File: src/rtl/phyreg_pkg.sv
package phyreg_pkg;
  localparam int HALF_W = 16;
  localparam int WORD_W = 32;

  typedef enum logic [1:0] {
    SLOT_CFG  = 2'd0,
    SLOT_LANE = 2'd1,
    SLOT_STAT = 2'd2,
    SLOT_NONE = 2'd3
  } slot_e;

  localparam int CFG_STB_BIT   = 0;
  localparam int CFG_ADDR_LSB  = 1;
  localparam int CFG_ADDR_W    = 6;
  localparam int CFG_DATA_LSB  = 7;
  localparam int CFG_DATA_W    = 4;
  localparam int CFG_RADDR_W   = 10;
  localparam int LANE_IDLE_LSB = 3;
  localparam int PLL_LOCK_BIT  = 9;
  localparam int PLL_PEND_BIT  = 10;
endpackage

File: src/rtl/masked_reg.sv
module masked_reg #(
  parameter int W = 16
) (
  input  logic           clk,
  input  logic           rst_n,
  input  logic           we,
  input  logic [2*W-1:0] wdata,
  output logic [W-1:0]   q
);
  logic [W-1:0] nxt;

  // per-bit merge: enable bit in upper half selects new value
  for (genvar i = 0; i < W; i++) begin : g_bit
    assign nxt[i] = wdata[W+i] ? wdata[i] : q[i];
  end

  always_ff @(posedge clk or negedge rst_n) begin
    if (!rst_n)  q <= '0;
    else if (we) q <= nxt;
  end


  keep_masked_chk: assert property (@(posedge clk) disable iff (!rst_n)
    we |=> (((q ^ $past(q)) & ~$past(wdata[2*W-1:W])) == '0));


  take_enabled_chk: assert property (@(posedge clk) disable iff (!rst_n)
    we |=> (((q ^ $past(wdata[W-1:0])) & $past(wdata[2*W-1:W])) == '0));


  idle_hold_chk: assert property (@(posedge clk) disable iff (!rst_n)
    !we |=> (q == $past(q)));
endmodule

File: src/rtl/phyreg_rdmux.sv
module phyreg_rdmux
  import phyreg_pkg::*;
#(
  parameter int HW = HALF_W,
  parameter int WW = WORD_W
) (
  input  logic          sel,
  input  logic [1:0]    addr,
  input  logic [HW-1:0] cfg_q,
  input  logic [HW-1:0] lane_q,
  input  logic [WW-1:0] status,
  output logic [WW-1:0] rdata
);
  localparam int PAD_W = WW - HW;

  always_comb begin
    rdata = '0;
    if (sel) begin
      unique case (slot_e'(addr))
        SLOT_CFG:  rdata = {{PAD_W{1'b0}}, cfg_q};
        SLOT_LANE: rdata = {{PAD_W{1'b0}}, lane_q};
        SLOT_STAT: rdata = status;
        SLOT_NONE: rdata = '0;
      endcase
    end
  end
endmodule

File: src/rtl/phy_ctl_regs.sv
module phy_ctl_regs
  import phyreg_pkg::*;
#(
  parameter int LANES = 4
) (
  input  logic              clk,
  input  logic              rst_n,
  input  logic              bus_sel,
  input  logic              bus_we,
  input  logic [1:0]        bus_addr,
  input  logic [WORD_W-1:0] bus_wdata,
  output logic [WORD_W-1:0] bus_rdata,
  input  logic [WORD_W-1:0] phy_status,
  output logic [CFG_DATA_W-1:0]  cfg_wdata,
  output logic [CFG_ADDR_W-1:0]  cfg_addr,
  output logic                   cfg_wstrobe,
  output logic [CFG_RADDR_W-1:0] cfg_rd_addr,
  output logic [LANES-1:0]  lane_idle,
  output logic              pll_locked,
  output logic              pll_pending
);
  localparam int LANE_TOP = LANE_IDLE_LSB + LANES;

  logic              wr_cfg, wr_lane;
  logic [HALF_W-1:0] cfg_q, lane_q;

  assign wr_cfg  = bus_sel && bus_we && (slot_e'(bus_addr) == SLOT_CFG);
  assign wr_lane = bus_sel && bus_we && (slot_e'(bus_addr) == SLOT_LANE);

  masked_reg #(.W(HALF_W)) u_cfg (
    .clk(clk), .rst_n(rst_n), .we(wr_cfg), .wdata(bus_wdata), .q(cfg_q)
  );

  masked_reg #(.W(HALF_W)) u_lane (
    .clk(clk), .rst_n(rst_n), .we(wr_lane), .wdata(bus_wdata), .q(lane_q)
  );

  phyreg_rdmux u_rd (
    .sel(bus_sel), .addr(bus_addr), .cfg_q(cfg_q), .lane_q(lane_q),
    .status(phy_status), .rdata(bus_rdata)
  );

  assign cfg_wstrobe = cfg_q[CFG_STB_BIT];
  assign cfg_addr    = cfg_q[CFG_ADDR_LSB +: CFG_ADDR_W];
  assign cfg_wdata   = cfg_q[CFG_DATA_LSB +: CFG_DATA_W];
  assign cfg_rd_addr = cfg_q[CFG_ADDR_LSB +: CFG_RADDR_W];

  for (genvar l = 0; l < LANES; l++) begin : g_lane
    assign lane_idle[l] = lane_q[LANE_IDLE_LSB + l];
  end

  assign pll_locked  = phy_status[PLL_LOCK_BIT];
  assign pll_pending = phy_status[PLL_PEND_BIT];

  initial begin
    if (LANE_TOP > HALF_W) $error("too many lanes for the lane slot");
  end


  lane_read_chk: assert property (@(posedge clk) disable iff (!rst_n)
    (bus_sel && !bus_we && bus_addr == 2'd1) |->
      (bus_rdata[LANE_IDLE_LSB +: LANES] == lane_idle));


  upper_zero_chk: assert property (@(posedge clk) disable iff (!rst_n)
    (bus_sel && bus_addr[1] == 1'b0) |-> (bus_rdata[WORD_W-1:HALF_W] == '0));


  stat_read_chk: assert property (@(posedge clk) disable iff (!rst_n)
    (bus_sel && bus_addr == 2'd2) |-> (bus_rdata == phy_status));


  unmapped_zero_chk: assert property (@(posedge clk) disable iff (!rst_n)
    (!bus_sel || bus_addr == 2'd3) |-> (bus_rdata == '0));


  stat_write_chk: assert property (@(posedge clk) disable iff (!rst_n)
    (bus_sel && bus_we && bus_addr[1]) |=>
      ($stable(cfg_rd_addr) && $stable(cfg_wstrobe) && $stable(lane_idle)));
endmodule

File: config.mk
export PLATFORM = sky130hd
export DESIGN_NAME = phy_ctl_regs
export DESIGN_NICKNAME = d
export VERILOG_FILES = /design/src/rtl/phyreg_pkg.sv /design/src/rtl/masked_reg.sv /design/src/rtl/phyreg_rdmux.sv /design/src/rtl/phy_ctl_regs.sv
export SDC_FILE = /design/constraint.sdc
export NUM_CORES = 1
export LEC_CHECK = 0
export BUFFER_PORTS_ARGS = -buffer_cell sky130_fd_sc_hd__buf_2
export CAP_MARGIN = 20
export CORE_MARGIN = 4
export CORE_UTILIZATION = 47
export DETAILED_ROUTE_END_ITERATION = 8
export PLACE_DENSITY = 0.86
export SLEW_MARGIN = 5
export SYNTH_ARGS = -nofsm -noshare
export SYNTH_HDL_FRONTEND = slang
export SYNTH_SLANG_ARGS = --single-unit
export TNS_END_PERCENT = 10
File: constraint.sdc
create_clock -name clk -period 2.9 [get_ports clk]
set_clock_uncertainty 0.15 [all_clocks]
set_input_delay 0.58 -clock clk [delete_from_list [all_inputs] [get_ports clk]]
set_output_delay 0.58 -clock clk [all_outputs]
set_load 0.1 [all_outputs]
# Word-level counts from Yosys, hierarchy flattened
# Cells that the tools add are included.
word_totals:
  reg_bits: 32
  in_bits: 70
  out_inout_bits: 59
  elab_cells: 73
classes:
  eq_ne: 3
  muxes: 2
  reduce_logical: 36
ops:
  columns: ["cell", "n"]
  rows:
  - ["$pmux W32 S4", 1]
  - ["$reduce_and A2 Y1", 32]
  - ["$mux W32", 1]
  - ["$eq A2 B2 Y1 const B", 2]
  - ["$logic_and A1 B1 Y1", 3]
  - ["$eq A2 B1 Y1 const B", 1]
  - ["$logic_not A2 Y1", 1]

# Depth between registers and ports, before layout
# Gate-level depths: netlist (run 1).
depth:
  depth_word: 3
  ltp_mapped: 6
  depth_no_buf: 3

# Cells and area by module
# Synthesis (run 1) repeated with hierarchy kept, for this count alone.
hier_totals:
  cells_unflattened: 205
  area_unflattened_um2: 2179.6
by_module_without_submodules:
  columns: ["mod", "instances", "cells_each", "area_per_inst_um2"]
  rows:
  - ["masked_reg", 2, 50, 700.7]
  - ["phyreg_rdmux", 1, 91, 664.4]
  - ["phy_ctl_regs", 1, 14, 113.9]

# Least setup slack after synthesis (run 1)
# No wires, ideal clock.
synth_timing:
  path_type: "flip-flop to output port"
  from: "register u_cfg.q[0]"
  to: "output bus_rdata[0]"
  arrival_ps: 3499
  required_time_ps: 2170
  path_slack_ps: -1329
  stages_incl_launch_ff: 4
  path_buffers: 0
  cell_sequence: "dfrtp_1 mux2i_1 or2_2 a21boi_0"
synth_between:
  elab_chain_len: 2
synth_rtl:
  columns: ["item", "line_no", "rtl"]
  rows:
  - ["from (decl)", "masked_reg.sv:8", "output logic [W-1:0] q"]
  - ["from (signal assigned)", "masked_reg.sv:19", "else if (we) q <= nxt;"]
  - ["$pmux W32 S4", "phyreg_rdmux.sv:19", "unique case (slot_e'(addr))"]
  - ["$mux W32", "phyreg_rdmux.sv:18", "if (sel) begin"]
  - ["to (decl)", "phy_ctl_regs.sv:12", "output logic [WORD_W-1:0] bus_rdata,"]
# Every way passes these cells.

# Final worst setup path (run 1)
layout_timing:
  from: "input bus_addr[0]"
  to: "output bus_rdata[11]"
layout_between:
  elab_chain_len: 3
  word_cells_on_any_way: 6
  classes_between: "eq/ne: 3; mux: 2; reduce/logical: 1"
layout_rtl:
  columns: ["item", "line_no", "rtl"]
  rows:
  - ["from (decl)", "phy_ctl_regs.sv:10", "input logic [1:0] bus_addr,"]
  - ["$eq A2 B2 Y1 (tied with other cells)", "phyreg_rdmux.sv:19", null]
  - ["$pmux W32 S4 (*)", "phyreg_rdmux.sv:19", null]
  - ["$mux W32 (*)", "phyreg_rdmux.sv:18", null]
# Mark *: on every way between the ends. The rest lies on a longest branch, timed or not.

==> run_results.csv, run 1 <==
group,metric,value,unit
global_route,overflow,0,
placed_design,buffer_ports.inserted,128,
clock_tree,cts_made_buffers,5,
timing,worst_slack,0.190,ns
floorplanning,chipHeight,76.1,um
timing,tns,0,ns
run_status,run_status,"finished, final reports clean",
yosys,post_synth_instance_area,2180,um2
yosys,syn_avg_cell_area,9.99,um2
yosys,seq_area_frac_synth,36.8,%
floorplanning,placementRows,24,
yosys,synth_seq_cells,32,
setup_path,worstPathArrival,1.98,ns
yosys,muxShareOfSynthArea,25.6,%
timing,timing.final.crit_share,93.5,%
setup_path,worstPathCellList,"buf_2, mux2i_1, or2_2, a21boi_1, buf_12",
yosys,synth_simple_gate_area_share,19.1,%
pwr,power_density,701,nW/um2
setup_path,crit_family,"buffers and inverters",
floorplanning,initial_core_util,49.3,%
placed_design,detailedPlace.worstSlack,0.176,ns
setup_path,setup.worst_path.start_class,"primary input",
routing,first_pass_iters,4,
finish,area_growth_from_synthesis_to_layout,48.9,%
clock_tree,maximum_number_of_buffers_from_clock_root_to_sink,2,
routing,avgRoutedWirePerCell,16.1,um
timing,timing.final.setup_violations,0,
yosys,netlist_instances,218,
placed_design,final_weighted_congestion_of_routability_driven_global_placement,0.736,
clock_tree,cts_setup_buffers,0,
finish,layout_commonest_cell,"buf_2",
clock_tree,worst_skew_pair.late_latency,0.28,ns
setup_path,setup.worst_path.end_class,"output port",
routing,detail-route-antenna-nets,0,
finish,final_cell_count_no_fill,375,
clock_tree,cts_htree_levels,2,
placed_design,hpwlAfterDp,5.01,mm
clock_tree,post_cts_resize_count,0,
finish,nets,393,
placed_design,placed_cells_incl_taps,368,
yosys,synth-xor-area-share,0,%
finish,final_cell_mix,"buf_2 (96), nand2_1 (48), buf_12 (32), dfrtp_1 (32), mux2_2 (22)",
timing,max-slew-margin-rel,52.6,%
floorplanning,ios,129,
setup_path,crit_slowest_cell,"buf_2",
clock_tree,worst_setup_hold_path_clk_slew,0.07,ns
clock_tree,clock_tree_root,"clkbuf_8",
floorplanning,placeableCoreArea,4410,um2
floorplanning,die_w,76.1,um
clock_tree,tritoncts_clock_tree,"done",
global_route,grt_start_max_net_pins,33,
floorplanning,die_area,5790,um2
routing,drt-vias-per-instance,5.00,
timing,transition_time_of_the_tightest_slew_check_pin,0.711,ns
yosys,netlist-cell-type-count,18,
setup_path,crit_path_max_incr_delay,0.46,ns
global_route,grt_pass1_vias,1992,
yosys,synth_top_family_by_area,"multiplexers",
setup_path,worstPathRequired,2.17,ns
routing,drtIter0Drc,65,
worst_hold_path,holdCritPathClass,"in -> async",
timing,timing.final.hold_violations,0,
finish,layout-drive-gt1-share,60.1,%
clock_tree,tritoncts_num_sinks,32,
setup_path,buffering_stage_count_on_the_worst_path_with_inverters_included,2,
setup_path,critical_path_peak_fanout,20,
pwr,power.static_leakage,1.61,nW
pwr,vdd_ir_drop_max,0.000493,V
setup_path,worstSetupPathType,"in -> out",
pwr,report.power.total,2.27,mW
timing,rsz0062_at_grt,"false",
yosys,synthesis.nets,288,
finish,antennaDiodeCount,0,
global_route,global_route_wire_length_before_repair,9.67,mm
clock_tree,cts-hold-fix-buffers,0,
job,drv_cap,0,
global_route,grtUsageTotal,20.5,%
yosys,ys_warn_count,0,
global_route,antenna_violations_before_repair,0,
timing,slew_violations,0,
timing,max_freq,369,MHz
yosys,synth-adder-area-share,0,%
routing,drc_errors,0,
timing,layout_min_cycle_time,2.71,ns
routing,detailroute.via_count,1875,
yosys,synth_compound_area_share,5.52,%
routing,routed_wirelength,6.06,mm
-- sequential cells by signal, summed over array words and instances, names as in the netlist --
name	count
u_lane.q	16
u_cfg.q	16
-- layer usage --
layer  GRT usage (%)  vias to the layer above  wire length, um
met4            6.99                        0              125
met5               0                        -                0
met3            4.26                       10              391
li1                -                      901                -
met1            21.3                      890             2150
met2            40.0                       74             3390
-- cells in the mapped netlist, drive strengths merged --
cell type,instances,area share [%]
nand2,48,8.3
buf,34,12
dfrtp,32,37
mux2,32,18
a21boi,16,5.5
and2,16,4.6
mux2i,16,7.4
or2,16,4.6
clkbuf,4,0.75
and3b,1,0.46
and4b,1,0.46
nor2b,1,0.29
nor4bb,1,0.46
-- report_power, final --
part	leakage [nW]	switching, mW	internal, mW	total (mW)
sequential	0.392	0.0764	0.551	0.627
clock	0.0410	0.147	0.163	0.310
combinational	1.17	0.988	0.347	1.34
-- per-stage QoR --
step                cell area (um2)  util [%]  hold WS [ns]
detailed placement             3160      71.7         0.347
CTS                            3240      73.4         0.231
floorplan                      2180         -         0.134
finish                         3240      73.4         0.207
global placement               3160      71.7         0.337
global route                   3240      73.4         0.261
-- kinds of logic (layout without fill, tap and decap cells) --
family,after synthesis,in the layout
simple gates,84,84
mux,48,48
buf+inv,38,143
flops,32,32
compound gates,16,16
-- worst paths after layout --
path	from	endpoint	slack, ns	depth (start not counted)
max in group asynchronous	rst_n	u_cfg.q[2]$_DFFE_PN0P_	1.94	1
hold reg to reg	u_lane.q[0]$_DFFE_PN0P_	u_lane.q[0]$_DFFE_PN0P_	0.36	1
min in group clk	u_lane.q[0]$_DFFE_PN0P_	u_lane.q[0]$_DFFE_PN0P_	0.36	1
hold / removal	rst_n	u_cfg.q[14]$_DFFE_PN0P_	0.21	1
setup / recovery	bus_addr[0]	bus_rdata[11]	0.19	5
setup reg to reg	u_cfg.q[3]$_DFFE_PN0P_	u_cfg.q[3]$_DFFE_PN0P_	1.93	1
-- layout make-up --
cell class,instances,area [um2]
Timing Repair Buffer,136,1180
Fill cell,313,1170
Multi-Input combinational cell,148,1120
Clock buffer,6,72.6
Clock inverter,1,5.00
Sequential cell,32,801
Tap cell,52,65.1
Note: power is estimated with default switching activity, not from simulation.
==> run 2: changes to the inputs <==
CORE_UTILIZATION = 40   (was 47)
PLACE_DENSITY = 0.75   (was 0.86)
==> run 2 against run 1 <==
Clock power grew 17%. Setup slack lost 0.020 ns. Non-clock buffer count shrank 2. Cell area grew 0.81%. Sequential power grew 0.6%. Combinational power is essentially flat. Largest cell class unchanged.
==> run_results.csv, run 2 (synthesized netlist as in run 1, its figures left out) <==
group,metric,value,unit
clock_tree,cts_made_buffers,5,
setup_path,setup.worst_path.start_class,"primary input",
setup_path,worstPathArrival,2.00,ns
finish,nets,391,
floorplanning,die_w,81.8,um
setup_path,buffering_stage_count_on_the_worst_path_with_inverters_included,2,
clock_tree,worst_skew_pair.late_latency,0.27,ns
setup_path,crit_family,"buffers and inverters",
run_status,run_status,"finished, final reports clean",
timing,timing.final.setup_violations,0,
timing,timing.final.crit_share,94.1,%
global_route,grt_start_max_net_pins,33,
routing,drtIter0Drc,34,
clock_tree,cts_setup_buffers,0,
floorplanning,placeableCoreArea,5200,um2
timing,final.hold.worst_slack,0.202,ns
placed_design,hpwlAfterDp,4.82,mm
pwr,power_density,710,nW/um2
job,drv_cap,0,
timing,rsz0062_at_grt,"false",
pwr,power.static_leakage,1.61,nW
clock_tree,worst_setup_hold_path_clk_slew,0.06,ns
clock_tree,post_cts_resize_count,0,
routing,avgRoutedWirePerCell,15.3,um
setup_path,worstSetupPathType,"in -> out",
timing,max_freq,366,MHz
global_route,overflow,0,
floorplanning,placementRows,26,
global_route,grt_pass1_vias,1923,
setup_path,worstPathRequired,2.17,ns
floorplanning,ios,129,
finish,layout_commonest_cell,"buf_2",
placed_design,buffer_ports.inserted,128,
floorplanning,initial_core_util,41.8,%
clock_tree,clock_tree_root,"clkbuf_8",
timing,max-slew-margin-rel,52.5,%
global_route,global_route_wire_length_before_repair,9.28,mm
global_route,grtUsageTotal,18.3,%
timing,timing.final.hold_violations,0,
placed_design,final_weighted_congestion_of_routability_driven_global_placement,0.780,
setup_path,critical_path_peak_fanout,20,
routing,first_pass_iters,4,
worst_hold_path,holdCritPathClass,"in -> async",
clock_tree,tritoncts_clock_tree,"done",
clock_tree,cts-hold-fix-buffers,0,
finish,final_cell_mix,"buf_2 (96), nand2_1 (48), buf_12 (32), dfrtp_1 (32), mux2_2 (22)",
finish,layout-drive-gt1-share,60.1,%
floorplanning,chipHeight,81.8,um
timing,layout_min_cycle_time,2.73,ns
finish,register_area,801,um2
finish,area_growth_from_synthesis_to_layout,50.1,%
pwr,vdd_ir_drop_max,0.000524,V
floorplanning,die_area,6690,um2
finish,layout.filler_cells,431,
timing,slew_violations,0,
routing,detail-route-antenna-nets,0,
clock_tree,cts_htree_levels,2,
setup_path,setup.worst_path.end_class,"output port",
setup_path,worstPathCellList,"buf_2, mux2i_1, or2_2, a21boi_1, buf_12",
routing,drt-vias-per-instance,4.81,
routing,drc_errors,0,
global_route,antenna_violations_before_repair,0,
clock_tree,maximum_number_of_buffers_from_clock_root_to_sink,2,
setup_path,crit_slowest_cell,"buf_2",
finish,antennaDiodeCount,0,
timing,tns,0,ns
finish,multi_input_comb_area,1120,um2
timing,transition_time_of_the_tightest_slew_check_pin,0.713,ns
finish,biggestRegsByFlops,"u_cfg.q x16, u_lane.q x16",
routing,routed_wirelength,5.98,mm
pwr,report.power.total,2.32,mW
setup_path,crit_path_max_incr_delay,0.47,ns
routing,detailroute.via_count,1881,
clock_tree,tritoncts_num_sinks,32,
## run 2: per-layer routing
metal  routed length (um)  global-route usage [%]  vias up
met5                    0                       0        -
met4                  104                    6.31        0
met3                  507                    3.95       10
met2                 3180                    35.1       78
met1                 2190                    19.5      896
li1                     -                       -      897
## run 2: report_power, final
| group | leakage (nW) | total (mW) | switching (mW) | internal, mW |
|---|---|---|---|---|
| clock network | 0.0503 | 0.362 | 0.151 | 0.211 |
| logic | 1.16 | 1.33 | 0.984 | 0.345 |
| registers | 0.392 | 0.631 | 0.0799 | 0.551 |
## run 2: worst paths after layout
| check | from | endpoint | slack, ns | depth (start not counted) |
|---|---|---|---|---|
| worst max-delay path | bus_addr[0] | bus_rdata[7] | 0.17 | 5 |
| worst max register to register | u_cfg.q[4]$_DFFE_PN0P_ | u_cfg.q[4]$_DFFE_PN0P_ | 1.92 | 1 |
| max in group asynchronous | rst_n | u_cfg.q[10]$_DFFE_PN0P_ | 1.94 | 1 |
| min in group clk | u_lane.q[1]$_DFFE_PN0P_ | u_lane.q[1]$_DFFE_PN0P_ | 0.36 | 1 |
| worst min register to register | u_lane.q[1]$_DFFE_PN0P_ | u_lane.q[1]$_DFFE_PN0P_ | 0.36 | 1 |
| worst min-delay path | rst_n | u_cfg.q[0]$_DFFE_PN0P_ | 0.20 | 1 |
## run 2: layout make-up
type	count	share of cell area (%)
tap	70	2.68
clock buffer	7	2.95
multi-input combinational	148	34.2
timing repair buffer	134	35.7
sequential	32	24.5
## run 2: per-stage QoR
step / cells / worst slack (ns) / util, % / area, um2
4_1_cts: 391 / 0.166 / 62.8 / 3270
3_3_place_gp: 384 / 0.230 / 60.9 / 3170
2_1_floorplan: 218 / -0.519 / - / 2180
3_5_place_dp: 384 / 0.179 / 60.9 / 3170
6_report: 391 / 0.170 / 62.8 / 3270
5_1_grt: 391 / 0.0943 / 62.8 / 3270
